==> config.mk <==
export PLATFORM = sky130hd
export DESIGN_NAME = intr_summary_status
export DESIGN_NICKNAME = d
export VERILOG_FILES = /design/src/rtl/isa_pkg.sv /design/src/rtl/isa_status_cell.sv /design/src/rtl/isa_status_bank.sv /design/src/rtl/isa_alert_gen.sv /design/src/rtl/intr_summary_status.sv
export SDC_FILE = /design/constraint.sdc
export NUM_CORES = 1
export LEC_CHECK = 0
export ABC_AREA = 1
export BUFFER_PORTS_ARGS = -buffer_cell sky130_fd_sc_hd__buf_4
export CAP_MARGIN = 10
export CELL_PAD_IN_SITES_DETAIL_PLACEMENT = 0
export CELL_PAD_IN_SITES_GLOBAL_PLACEMENT = 1
export CORE_UTILIZATION = 22
export DETAILED_ROUTE_END_ITERATION = 8
export PLACE_DENSITY = 0.8
export SETUP_SLACK_MARGIN = 0.15
export SYNTH_ARGS = -nofsm -noshare
export SYNTH_HDL_FRONTEND = slang
export SYNTH_HIERARCHICAL = 1
export SYNTH_SLANG_ARGS = --single-unit
==> constraint.sdc <==
create_clock -name clk -period 1 [get_ports clk]
set_input_delay 0.2 -clock clk [delete_from_list [all_inputs] [get_ports clk]]
set_output_delay 0.2 -clock clk [all_outputs]
set_load 0.02 [all_outputs]
==> src/rtl/isa_pkg.sv <==
package isa_pkg;
    localparam int STAT_W    = 8;
    localparam int SRC_W     = STAT_W - 1;
    localparam int ALERT_SRC = 6;
    localparam int BIT_OVT   = 6;
    localparam int BIT_GPI   = 4;

    typedef enum logic {
        CLR_BY_READ  = 1'b0,
        CLR_BY_GROUP = 1'b1
    } clr_mode_e;

    typedef struct packed {
        logic set;
        logic rd;
        logic grp;
    } bit_ctl_t;

    function automatic clr_mode_e mode_of(input int idx);
        return (idx == BIT_OVT || idx == BIT_GPI) ? CLR_BY_READ : CLR_BY_GROUP;
    endfunction
endpackage

==> src/rtl/isa_status_cell.sv <==
module isa_status_cell
    import isa_pkg::*;
#(
    parameter clr_mode_e MODE = CLR_BY_GROUP
) (
    input  logic     clk,
    input  logic     rst,
    input  bit_ctl_t ctl,
    output logic     q
);
    logic clr_req;

    // The mode picks which clear source applies; the event always wins.
    assign clr_req = (MODE == CLR_BY_READ) ? ctl.rd : ctl.grp;

    always_ff @(posedge clk) begin
        if (rst)            q <= 1'b0;
        else if (ctl.set)   q <= 1'b1;
        else if (clr_req)   q <= 1'b0;
    end
endmodule

==> src/rtl/isa_status_bank.sv <==
module isa_status_bank
    import isa_pkg::*;
(
    input  logic              clk,
    input  logic              rst,
    input  logic              rd_stb,
    input  logic [SRC_W-1:0]  ev,
    input  logic [SRC_W-1:0]  grp_clr,
    output logic [STAT_W-1:0] status
);
    genvar i;
    generate
        for (i = 0; i < SRC_W; i++) begin : g_bit
            bit_ctl_t ctl;
            assign ctl = '{set: ev[i], rd: rd_stb, grp: grp_clr[i]};
            isa_status_cell #(.MODE(mode_of(i))) u_cell (
                .clk (clk),
                .rst (rst),
                .ctl (ctl),
                .q   (status[i])
            );
        end
    endgenerate

    assign status[STAT_W-1] = 1'b0;
endmodule

==> src/rtl/isa_alert_gen.sv <==
module isa_alert_gen
    import isa_pkg::*;
(
    input  logic [ALERT_SRC-1:0] src,
    input  logic [ALERT_SRC-1:0] en,
    output logic                 alert_n
);
    assign alert_n = ~(|(src & en));
endmodule

==> src/rtl/intr_summary_status.sv <==
module intr_summary_status
    import isa_pkg::*;
(
    input  logic                 clk,
    input  logic                 rst,
    input  logic                 rd_stb,
    input  logic [SRC_W-1:0]     ev,
    input  logic [SRC_W-1:0]     grp_clr,
    input  logic [ALERT_SRC-1:0] alert_en,
    output logic [STAT_W-1:0]    rd_data,
    output logic                 alert_n
);
    logic [STAT_W-1:0] status;

    isa_status_bank u_bank (
        .clk     (clk),
        .rst     (rst),
        .rd_stb  (rd_stb),
        .ev      (ev),
        .grp_clr (grp_clr),
        .status  (status)
    );

    isa_alert_gen u_alert (
        .src     (status[ALERT_SRC-1:0]),
        .en      (alert_en),
        .alert_n (alert_n)
    );

    // Read data is the held status, so a read sees the value before its clear.
    assign rd_data = status;
endmodule

==> impl_metrics.env <==
export IMPL_outcome="finished, violations left"
export IMPL_violations="negative setup slack"
export IMPL_grt_pass1_vias=384
export IMPL_p_int_w=0.000578
export IMPL_port_buffers=28
export IMPL_drtAntennaViolNets=0
export IMPL_antenna_found_initial=0
export IMPL_grt_pass1_wl_mm=1.39
export IMPL_layout_commonest_cell="buf_4"
export IMPL_tritoncts="built"
export IMPL_fillers=148
export IMPL_clock_latency_ns=0.24
export IMPL_ios=32
export IMPL_cap_violations=0
export IMPL_drt_total_wl_microns=762
export IMPL_fmax_ghz=0.841
export IMPL_drv_slew=0
export IMPL_report_power_total_w=0.000789
export IMPL_path_common_cell="nand2_1"
export IMPL_clk_pin_slew_ns=0.05
export IMPL_cp_cell_sequence="nand2_1, nand2_1, inv_1, nand2_2, nor2_4, buf_6"
export IMPL_yosysSeqAreaShare_pct=40.9
export IMPL_ff_latch_area_sq_um=156
export IMPL_cts_sinks=7
export IMPL_die_h_microns=41.5
export IMPL_hold_slack_ns=0.183
export IMPL_drive_above_1_share_pct=59.5
export IMPL_netlist_area_sq_um=343
export IMPL_rsz0062_at_grt="true"
export IMPL_switchingPower_w=0.000210
export IMPL_rows=13
export IMPL_core_area_sq_um=1370
export IMPL_synth_cell_types=7
export IMPL_drc=0
export IMPL_finalCriticalPeriod_ns=1.19
export IMPL_final_cell_mix="22 x buf_4, 16 x nand2_1, 16 x inv_1, 9 x buf_6, 7 x a21oi_2"
export IMPL_pre_cts_ws_ns=0.0230
export IMPL_cts_buffers=3
export IMPL_diodes=0
export IMPL_ys_top_cells_by_area="dfxtp_1 41%, nand2_1 19%, a21oi_2 18%"
export IMPL_grt_max_degree=8
export IMPL_cp_slowest_cell="dfxtp_4"
export IMPL_path_class="reg2out"
export IMPL_p_comb_share_pct=28.5
export IMPL_final_period_utilization_pct=119
export IMPL_critPathRequiredTime_ns=0.80
export IMPL_synth_largest_area_cell="dfxtp_1"
export IMPL_start_util_pct=25.1
export IMPL_syn_to_final_growth_pct=95.6
export IMPL_utilization_pct=49.1
export IMPL_hold_violations=0
export IMPL_grt_total_usage_pct=10.5
export IMPL_via_per_inst=3.92
export IMPL_cts_root_buf="clkbuf_4"
export IMPL_switching_share_pct=26.7
export IMPL_post_drt_wl_per_cell_microns=7.70
export IMPL_dieArea_sq_um=1720
export IMPL_synth_seq_cells=7
export IMPL_cp_end_kind="primary output"
export IMPL_num_nets_final=108
export IMPL_drtPass1Iterations=2
export IMPL_fin_skew_ns=0
export IMPL_htreeDepth=1
export IMPL_critPathMaxStageDelay_ns=0.34
export IMPL_vias=388
export IMPL_synth_top_area_share_pct=40.9
export IMPL_r2r_setup_slack_ns=0.32
export IMPL_crit_fanout=2
export IMPL_grt_overflow_total=0
export IMPL_hold_path_class="in2reg"
export IMPL_setup_tns_ns=-0.239
export IMPL_setup_viol=4
export IMPL_cts_path_max_buffers=2
export IMPL_syn_nets=73
export IMPL_synth_cells=50
export IMPL_fin_ws_ns=-0.189
export IMPL_yosysWarnings=6
export IMPL_clock_power_share_pct=32.0
export IMPL_largest_register="u_bank/g_bit.u_cell/q"
export IMPL_chipWidth_microns=41.5
export IMPL_holdBufCountCts=0
export IMPL_power_density_nw_per_um2=1180
export IMPL_peakVddDrop_v=0.000527
export IMPL_top_regs="u_bank/g_bit.u_cell/q: 7 flops"
export IMPL_p_seq_share_pct=39.4
export IMPL_worstSetupStartpointType="flop"
export IMPL_leakagePower_nw=0.375
export IMPL_multi_input_area_sq_um=143
export IMPL_avgSynthCellArea_sq_um=6.86
export IMPL_largest_register_ffs=7
export IMPL_drtIter0Drc=3
export IMPL_globalplace_congestion=0.626
export IMPL_critPathArrivalTime_ns=0.99
-- power by group through the flow --
| stage | logic (W) | registers, W | clock network [W] |
|---|---|---|---|
| CTS | 0.000226 | 0.000310 | 0.000269 |
| global route | 0.000246 | 0.000313 | 0.000283 |
| global placement | 0.000194 | 0.000315 | 0 |
| detailed placement | 0.000197 | 0.000315 | 0 |
| floorplan | 0.0000698 | 0.000336 | 0 |
| finish | 0.000225 | 0.000311 | 0.000253 |
-- synth_stat cells, drive strengths merged --
library cell / n
inv: 16
conb: 1
buf: 1
nor2: 1
dfxtp: 7
nand2: 17
a21oi: 7
-- worst max-delay path, delay by kind of cell (launching register included) --
| kind | cells | cell delay [ns] |
|---|---|---|
| AND/OR/NAND/NOR | 4 | 0.23 |
| flip-flops | 1 | 0.34 |
| buffers and inverters | 2 | 0.17 |
-- routing by layer --
| metal | GRT usage (%) | wire (microns) | vias up |
|---|---|---|---|
| met5 | 0 | 0 | - |
| met4 | 7.74 | 0 | 0 |
| met3 | 3.04 | 81 | 0 |
| met2 | 14.7 | 326 | 22 |
| met1 | 13.5 | 354 | 159 |
| li1 | - | - | 207 |
-- worst paths after layout --
path	start	to	cells after the start
min	rst	u_bank/g_bit[2].u_cell/q	2
min reg2reg	u_bank/g_bit[6].u_cell/q	u_bank/g_bit[6].u_cell/q	2
max reg2reg	u_bank/g_bit[1].u_cell/q	u_bank/g_bit[1].u_cell/q	3
max	u_bank/g_bit[2].u_cell/q	alert_n	6
-- area by class of cell --
cell class / count / share of cell area (%)
clock buffer: 4 / 3.92
multi-input combinational: 26 / 21.3
tap: 15 / 2.80
timing repair buffer: 31 / 39.7
inverter: 16 / 8.96
sequential: 7 / 23.3
-- what timing repair did --
action                                  4_1_cts  5_1_grt
endpoints found under the setup margin        8        8
buffers inserted                              3        0
gates resized for setup                      11        1
pin swaps                                     2        0
-- stage by stage --
step                std cells  cell area, sq um
floorplan                  50               363
global placement           92               584
detailed placement         92               584
CTS                        99               667
global route               99               671
finish                     99               671
-- kinds of logic (layout without fill, tap and decap cells) --
logic type             count (synthesis)  in the layout  synth area share (%)
other                                  1              1                  1.09
buffers and inverters                 17             51                  19.7
and+or+nand+nor                       18             18                  20.4
AOI/OAI and AO/OA                      7              7                  17.9
DFF                                    7              7                  40.9
Note: power is estimated with default switching activity, not from simulation.
